$ cat src/rtl/stx_pkg.sv
package stx_pkg;

  typedef enum logic [1:0] {
    ST_IDLE = 2'd0,
    ST_WAIT = 2'd1,
    ST_SEND = 2'd2
  } stx_state_e;

  localparam int unsigned SEQ_W = 6;

  // Bytes per packet: address, tag/low-bits byte, then 8-bit slices from bit 2.
  function automatic int unsigned stx_num_bytes(input int unsigned stat_w);
    return 2 + (stat_w + 5) / 8;
  endfunction

endpackage

$ cat src/rtl/stx_trigger.sv
module stx_trigger #(
  parameter int unsigned STAT_W = 26
) (
  input  logic              clk,
  input  logic              rst_n,
  input  logic              idle,
  input  logic              send,
  input  logic              auto_en,
  input  logic [STAT_W-1:0] stat_word,
  output logic              start
);

  logic              pend_q, pend_d;
  logic [STAT_W-1:0] last_q, last_d;
  logic              last_en;
  logic              auto_hit;

  always_comb begin
    auto_hit = auto_en && (stat_word != last_q);
    start    = idle && (send || pend_q || auto_hit);
    if (start)
      pend_d = 1'b0;
    else if (send)
      pend_d = 1'b1;
    else
      pend_d = pend_q;
    last_en = start;
    last_d  = stat_word;
  end

  always_ff @(posedge clk or negedge rst_n) begin
    if (!rst_n) begin
      pend_q <= 1'b0;
    end else begin
      pend_q <= pend_d;
    end
  end

  always_ff @(posedge clk or negedge rst_n) begin
    if (!rst_n) begin
      last_q <= '0;
    end else if (last_en) begin
      last_q <= last_d;
    end
  end

endmodule

$ cat src/rtl/stx_capture.sv
module stx_capture #(
  parameter int unsigned STAT_W = 26,
  parameter int unsigned SEQ_W  = 6
) (
  input  logic              clk,
  input  logic              rst_n,
  input  logic              load,
  input  logic [STAT_W-1:0] stat_word,
  input  logic [SEQ_W-1:0]  seq_num,
  output logic [STAT_W-1:0] cap_word,
  output logic [SEQ_W-1:0]  cap_seq
);

  always_ff @(posedge clk or negedge rst_n) begin
    if (!rst_n) begin
      cap_word <= '0;
      cap_seq  <= '0;
    end else if (load) begin
      cap_word <= stat_word;
      cap_seq  <= seq_num;
    end
  end

endmodule

$ cat src/rtl/stx_sequencer.sv
module stx_sequencer
  import stx_pkg::*;
#(
  parameter int unsigned NUM_BYTES = 5,
  localparam int unsigned IDX_W = $clog2(NUM_BYTES)
) (
  input  logic             clk,
  input  logic             rst_n,
  input  logic             start,
  input  logic             ack,
  output logic             idle,
  output logic             req,
  output logic             active,
  output logic [IDX_W-1:0] sel
);

  localparam logic [IDX_W-1:0] LAST_IDX = IDX_W'(NUM_BYTES - 1);

  stx_state_e       st_q, st_d;
  logic [IDX_W-1:0] cnt_q, cnt_d;
  logic             cnt_en;

  always_comb begin
    st_d   = st_q;
    cnt_d  = cnt_q;
    cnt_en = 1'b0;
    unique case (st_q)
      ST_IDLE: begin
        if (start) st_d = ST_WAIT;
      end
      ST_WAIT: begin
        if (ack) begin
          st_d   = ST_SEND;
          cnt_d  = IDX_W'(1);
          cnt_en = 1'b1;
        end
      end
      ST_SEND: begin
        cnt_en = 1'b1;
        if (cnt_q == LAST_IDX) begin
          st_d  = ST_IDLE;
          cnt_d = '0;
        end else begin
          cnt_d = cnt_q + IDX_W'(1);
        end
      end
      default: begin
        st_d = ST_IDLE;
      end
    endcase
  end

  always_ff @(posedge clk or negedge rst_n) begin
    if (!rst_n) begin
      st_q <= ST_IDLE;
    end else begin
      st_q <= st_d;
    end
  end

  always_ff @(posedge clk or negedge rst_n) begin
    if (!rst_n) begin
      cnt_q <= '0;
    end else if (cnt_en) begin
      cnt_q <= cnt_d;
    end
  end

  always_comb begin
    idle   = (st_q == ST_IDLE);
    req    = (st_q == ST_WAIT);
    active = (st_q == ST_SEND) || ((st_q == ST_WAIT) && ack);
    sel    = (st_q == ST_SEND) ? cnt_q : '0;
  end

endmodule

$ cat src/rtl/stx_byte_mux.sv
module stx_byte_mux #(
  parameter int unsigned STAT_W    = 26,
  parameter int unsigned SEQ_W     = 6,
  parameter int unsigned NUM_BYTES = 5,
  parameter logic [7:0]  STAT_ADDR = 8'h3C,
  localparam int unsigned IDX_W = $clog2(NUM_BYTES),
  localparam int unsigned PAD_W = 8 * (NUM_BYTES - 2) + 2
) (
  input  logic              active,
  input  logic [IDX_W-1:0]  sel,
  input  logic [STAT_W-1:0] cap_word,
  input  logic [SEQ_W-1:0]  cap_seq,
  output logic [7:0]        pkt_byte
);

  logic [PAD_W-1:0] padded;
  logic [7:0]       bytes [NUM_BYTES];

  assign padded   = PAD_W'(cap_word);
  assign bytes[0] = STAT_ADDR;
  assign bytes[1] = {cap_seq, padded[1:0]};

  for (genvar k = 2; k < NUM_BYTES; k++) begin : g_slice
    assign bytes[k] = padded[2 + 8 * (k - 2) +: 8];
  end

  always_comb begin
    pkt_byte = 8'h00;
    if (active) begin
      for (int k = 0; k < NUM_BYTES; k++) begin
        if (sel == IDX_W'(k)) pkt_byte = bytes[k];
      end
    end
  end

endmodule

$ cat src/rtl/stx_status_tx.sv
module stx_status_tx
  import stx_pkg::*;
#(
  parameter int unsigned STAT_W    = 26,
  parameter logic [7:0]  STAT_ADDR = 8'h3C
) (
  input  logic              clk,
  input  logic              rst_n,
  input  logic [STAT_W-1:0] stat_word,
  input  logic [5:0]        seq_num,
  input  logic              send,
  input  logic              auto_en,
  input  logic              ack,
  output logic              pkt_req,
  output logic [7:0]        pkt_byte
);

  localparam int unsigned NUM_BYTES = stx_num_bytes(STAT_W);
  localparam int unsigned IDX_W     = $clog2(NUM_BYTES);

  logic              rst_s1, rst_sync_n;
  logic              idle, start, active;
  logic [IDX_W-1:0]  sel;
  logic [STAT_W-1:0] cap_word;
  logic [SEQ_W-1:0]  cap_seq;

  // Asynchronous assertion, synchronous release.
  always_ff @(posedge clk or negedge rst_n) begin
    if (!rst_n) begin
      rst_s1     <= 1'b0;
      rst_sync_n <= 1'b0;
    end else begin
      rst_s1     <= 1'b1;
      rst_sync_n <= rst_s1;
    end
  end

  stx_trigger #(.STAT_W(STAT_W)) i_trigger (
    .clk       (clk),
    .rst_n     (rst_sync_n),
    .idle      (idle),
    .send      (send),
    .auto_en   (auto_en),
    .stat_word (stat_word),
    .start     (start)
  );

  stx_capture #(.STAT_W(STAT_W), .SEQ_W(SEQ_W)) i_capture (
    .clk       (clk),
    .rst_n     (rst_sync_n),
    .load      (start),
    .stat_word (stat_word),
    .seq_num   (seq_num),
    .cap_word  (cap_word),
    .cap_seq   (cap_seq)
  );

  stx_sequencer #(.NUM_BYTES(NUM_BYTES)) i_sequencer (
    .clk    (clk),
    .rst_n  (rst_sync_n),
    .start  (start),
    .ack    (ack),
    .idle   (idle),
    .req    (pkt_req),
    .active (active),
    .sel    (sel)
  );

  stx_byte_mux #(
    .STAT_W    (STAT_W),
    .SEQ_W     (SEQ_W),
    .NUM_BYTES (NUM_BYTES),
    .STAT_ADDR (STAT_ADDR)
  ) i_byte_mux (
    .active   (active),
    .sel      (sel),
    .cap_word (cap_word),
    .cap_seq  (cap_seq),
    .pkt_byte (pkt_byte)
  );

endmodule

$ cat config.mk
export PLATFORM = sky130hd
export DESIGN_NAME = stx_status_tx
export DESIGN_NICKNAME = d
export VERILOG_FILES = /design/src/rtl/stx_pkg.sv /design/src/rtl/stx_trigger.sv /design/src/rtl/stx_capture.sv /design/src/rtl/stx_sequencer.sv /design/src/rtl/stx_byte_mux.sv /design/src/rtl/stx_status_tx.sv
export SDC_FILE = /design/constraint.sdc
export NUM_CORES = 1
export LEC_CHECK = 0
export BUFFER_PORTS_ARGS = -buffer_cell sky130_fd_sc_hd__buf_2
export CAP_MARGIN = 10
export CORE_MARGIN = 5
export CORE_UTILIZATION = 30
export DETAILED_ROUTE_END_ITERATION = 6
export SYNTH_ARGS = -nofsm -noshare
export SYNTH_HDL_FRONTEND = slang
export SYNTH_SLANG_ARGS = --single-unit
$ cat constraint.sdc
create_clock -name clk -period 2.16 [get_ports clk]
set_clock_uncertainty 0.05 [all_clocks]
set_input_delay 0.216 -clock clk [delete_from_list [all_inputs] [get_ports clk]]
set_output_delay 0.216 -clock clk [all_outputs]
set_load 0.005 [all_outputs]
# Yosys cells after proc, flatten, opt, wreduce, memory -nomap -nowiden
# Cells that the tools add are included.
dict set report word_totals {
  inputBits 37
  regBits 40
  wordCells 49
  output_inout_bits 9
}
dict set report op_classes {
  add_sub_neg 1
  n_reduce_logical 12
  eq_ne 11
  n_mux 18
}
# operator n
set ops {}
lappend ops {{$mux 8} 5}
lappend ops {{$ne 26x26->1} 1}
lappend ops {{$mux 3} 3}
lappend ops {{$eq 3x2->1 const B} 2}
lappend ops {{$eq 3x3->1 const B} 2}
lappend ops {{$mux 2} 3}
lappend ops {{$mux 6} 1}
lappend ops {{$pmux 2 s3} 1}
lappend ops {{$pmux 3 s2} 1}
lappend ops {{$reduce_and 3->1} 2}
lappend ops {{$ne 2x1->1 const B} 2}
lappend ops {{$reduce_bool 2->1} 2}
lappend ops {{$add 3x1->3 const B} 1}
lappend ops {{$eq 3x1->1 const B} 1}
lappend ops {{$logic_and 1x1->1} 3}
lappend ops {{$logic_not 3->1} 1}
lappend ops {{$logic_or 1x1->1} 3}
lappend ops {{$mux 1} 3}
lappend ops {{$eq 2x1->1 const B} 1}
lappend ops {{$eq 2x2->1 const B} 1}
lappend ops {{$logic_not 2->1} 1}
lappend ops {{$ne 2x2->1 const B} 1}
lappend ops {{$pmux 1 s2} 1}

# Longest topological paths before layout
dict set report depth {
  ltp_word 9
  mapped_depth 6
  mapped_depth_nobuf 5
}

# Modules after synthesis
# From an unflattened synthesis, not the netlist that was laid out.
dict set report hier_totals {
  hier_cells 245
  hier_area_um2 3437.0
}
# module seq_area_each_um2 instances cells_each area_per_inst_um2
set by_module_without_submodules {}
lappend by_module_without_submodules {stx_trigger 675.6 1 93 1382.6}
lappend by_module_without_submodules {stx_capture 800.8 1 68 1345.0}
lappend by_module_without_submodules {stx_byte_mux 0.0 1 49 341.6}
lappend by_module_without_submodules {stx_sequencer 125.1 1 32 314.1}
lappend by_module_without_submodules {stx_status_tx 50.0 1 3 53.8}

# Least setup slack after synthesis
# Ideal clock, no wire load.
dict set report synth_timing {
  kind {reg-to-reg}
  from {register i_capture.cap_word[5] (netlist name)}
  to {register i_capture.cap_seq[0]}
  n_path_buf 1
  t_required_ps 1985
  setup_slack_ps 487
  setup_ps 125
  synth_period_minus_slack_ps 1673
  arrival_time_ps 1498
  path_stages_with_launch 7
  path_cell_list {dfrtp_1 > xnor2_1 > nand4_1 > nor4_2 > a21oi_2 > buf_6 > mux2_4}
}
# element line
set synth_lines {}
lappend synth_lines {{end signal, assigned} stx_capture.sv:20} ;# cap_seq <= seq_num;
lappend synth_lines {{end, declared} stx_capture.sv:11} ;# output logic [SEQ_W-1:0] cap_seq

# Final worst setup path
dict set report layout_timing {
  from {register i_sequencer.cnt_q[1]}
  to {output pkt_byte[2]}
}
dict set report layout_via {
  elab_chain_cells 8
  elab_cells_between_ends 12
  classes_between {eq/ne (4); mux (7); reduce/logical (1)}
}
# element line
set layout_lines {}
lappend layout_lines {{start, declared} stx_sequencer.sv:20} ;# logic [IDX_W-1:0] cnt_q, cnt_d;
lappend layout_lines {{start signal, assigned} stx_sequencer.sv:65} ;# cnt_q <= cnt_d;
lappend layout_lines {{$mux 3 (*)} stx_sequencer.sv:73} ;# sel = (st_q == ST_SEND) ? cnt_q : '0;
lappend layout_lines {{$logic_not 3->1} stx_byte_mux.sv:31} ;# if (sel == IDX_W'(k)) pkt_byte = bytes[k];
lappend layout_lines {{$mux 6} stx_byte_mux.sv:31}
lappend layout_lines {{$mux 8 (3 in series)} stx_byte_mux.sv:31}
lappend layout_lines {{$mux 8 (*)} stx_byte_mux.sv:31}
lappend layout_lines {{$mux 8 (*)} stx_byte_mux.sv:29} ;# if (active) begin
lappend layout_lines {{end, declared} stx_status_tx.sv:15} ;# output logic [7:0] pkt_byte
# Mark *: on every way between the ends. The rest lies on a longest branch, timed or not.

==> flow_summary.yaml <==
placed_design:
  dp_hpwl_um: 3920
  placedCellCount: 325
  io_buffers: 45
  place_ws_ns: 0.204
  gp_congestion: 0.804
clocking:
  cts-htree-levels: 2
  clock-sinks: 40
  clock_latency_ns: 0.30
  cts_tree: "built"
  cts_buffers: 5
  cts.clk_slew.worst_paths_ns: 0.09
  clock_path_buffers: 2
  clockRootBuffer: "clkbuf_8"
final_layout:
  nNetsFinal: 276
  layout-drive-gt1-share: 0.420
  instances_no_fill: 337
  layout_common_cells: "45 x buf_2, 39 x dfrtp_1, 29 x mux2_4"
  diodes: 0
  fillers: 768
  final_common_cell: "buf_2"
  area_delta_synth_final_pct: 23.6
floorplanning:
  start_util: 0.306
  die_area_sq_um: 9190
  ioPinCount: 46
  fp-row-count: 31
  core_sq_um: 7210
  die_h_um: 95.8
  die_w_um: 95.8
synthesis:
  ys_ff_latch: 40
  synthCells: 180
  syn_nets: 219
  avgSynthCellArea_sq_um: 12.3
  yosysSeqAreaShare: 0.453
  synth_warnings: 0
  synth_cell_type_count: 27
  syn-cell-area_sq_um: 2210
worst_hold_path:
  min_path_type: "in -> reg"
route:
  initialDrtViolationCount: 52
  ant_nets: 0
  num_vias: 1562
  wl_per_cell_um: 15.5
  wirelength_um: 5220
  drc: 0
  vias_per_cell: 4.64
  first_pass_iters: 4
run:
  drv_cap: 0
timing:
  setup_violations: 0
  setup_ws_ns: 0.136
  hold_violations: 0
  finalCritPeriodShare: 0.937
  timing.fmax_mhz: 494
  maxSlewViolCount: 0
  max-slew-margin-rel: 0.662
  fin_crit_ns: 2.02
  hold_slack_ns: 0.0952
  tightest_slew_ns: 0.508
grt:
  grt_util_all_layers: 0.120
  grt_pass1_wl_um: 8220
  grt_max_degree: 39
  antenna_found_initial: 0
  grt_pass1_vias: 1662
  grt_overflow: 0
critical_path:
  arrival_ns: 1.76
  cp_data_required_time_ns: 1.89
  crit_path_max_fanout: 8
  endpoint_kind: "output port"
  worst_setup_path_start_kind: "register"
  critPathKind: "reg -> out"
pwr:
  max-vdd-ir-drop_v: 0.000520
  total_leakage_power_nw: 1.24
  p_per_area_nw_per_um2: 1490
  power_mw: 4.07
run_status:
  status: "completed"
==> state kept, by name, summed over array words and instances (netlist names) <==
register and count:
i_sequencer.cnt_q 3, i_trigger.pend_q 1, i_capture.cap_seq 6, rst_sync_n 1, i_capture.cap_word 26, i_sequencer.st_q 2
rst_s1 1
==> worst max-delay path: stages (launching register included) <==
cell and delay, ns:
dfrtp_1 0.45, inv_1 0.20, and4_2 0.37, nand2_1 0.08, a21oi_1 0.21, buf_2 0.16
==> routing by layer <==
metal,up-vias,routed length [um],track usage
li1,750,-,-
met1,769,2440,0.160
met2,36,2460,0.191
met3,7,265,0.0344
met4,0,51,0.0284
met5,-,0,0
==> report_power, final <==
part / internal [mW] / switching, mW / total [mW]
Clock: 0.342 / 0.278 / 0.620
Combinational: 1.17 / 0.772 / 1.94
Sequential: 1.12 / 0.384 / 1.50
==> what timing repair did <==
item,4_1_cts,5_1_grt
endpoints found under the setup margin,0,6
endpoints found under the hold margin,2,0
hold buffers,1,0
buffers inserted,0,3
resized for setup,0,2
==> cell families (layout without fill, tap and decap cells) <==
group | count (synthesis) | in the layout | synth area share
AND/OR/NAND/NOR | 32 | 32 | 0.0753
buffers and inverters | 9 | 67 | 0.0260
flip-flops | 40 | 40 | 0.453
other | 1 | 1 | 0.00170
XOR/XNOR | 26 | 26 | 0.103
AO/OA/AOI/OAI | 34 | 34 | 0.0996
adder cells (fa/ha/maj) | 2 | 2 | 0.0113
multiplexers | 36 | 36 | 0.230
==> cells in the mapped netlist <==
cell type,n,share of area
dfrtp_1,40,0.45
mux2_4,29,0.20
xnor2_1,26,0.10
o21ai_0,14,0.032
nand2_1,10,0.017
a21oi_1,7,0.016
a22o_1,6,0.024
nand4_1,6,0.017
nor2_1,5,0.0085
mux2i_1,4,0.018
o22ai_1,4,0.011
buf_6,3,0.015
inv_1,3,0.0051
mux2_2,3,0.015
nand2b_1,3,0.0085
clkbuf_1,2,0.0034
ha_1,2,0.011
nand3_1,2,0.0045
nor2b_1,2,0.0057
nor3_1,2,0.0045
a21o_1,1,0.0034
a21oi_2,1,0.0040
and4_1,1,0.0040
buf_2,1,0.0023
conb_1,1,0.0017
nor4_2,1,0.0057
o31ai_4,1,0.0096
==> stage by stage <==
| step | setup TNS, ns | util | area [sq um] |
|---|---|---|---|
| 2_1_floorplan | 0 | - | 2210 |
| 3_3_place_gp | 0 | 0.358 | 2590 |
| 5_1_grt | -0.00248 | 0.379 | 2730 |
| 3_5_place_dp | 0 | 0.358 | 2590 |
| 4_1_cts | 0 | 0.375 | 2710 |
| 6_report | 0 | 0.379 | 2730 |
==> layout make-up <==
class	count	area, sq um	area share
clock buffers	5	68.8	0.0252
well taps	99	124	0.0453
flip-flops and latches	40	1000	0.367
repair buffers	56	323	0.118
clock inverters	3	42.5	0.0156
inverters	3	11.3	0.00412
multi-input cells	131	1160	0.425
==> worst paths after layout <==
| path | endpoint | cells past startpoint | slack, ns | startpoint |
|---|---|---|---|---|
| max | pkt_byte[2] | 5 | 0.14 | i_sequencer.cnt_q[1]$_DFFE_PN0P_ |
| min | i_capture.cap_seq[5]$_DFFE_PN0P_ | 2 | 0.1 | seq_num[5] |
| max reg2reg | i_capture.cap_word[18]$_DFFE_PN0P_ | 6 | 0.16 | i_capture.cap_word[5]$_DFFE_PN0P_ |
| min reg2reg | i_capture.cap_word[3]$_DFFE_PN0P_ | 1 | 0.25 | rst_sync_n$_DFF_PN0_ |
| max in group asynchronous | i_sequencer.cnt_q[0]$_DFFE_PN0P_ | 1 | 1.40 | rst_sync_n$_DFF_PN0_ |
| min in group asynchronous | rst_s1$_DFF_PN0_ | 2 | 0.17 | rst_n |
Note: power is estimated with default switching activity, not from simulation.
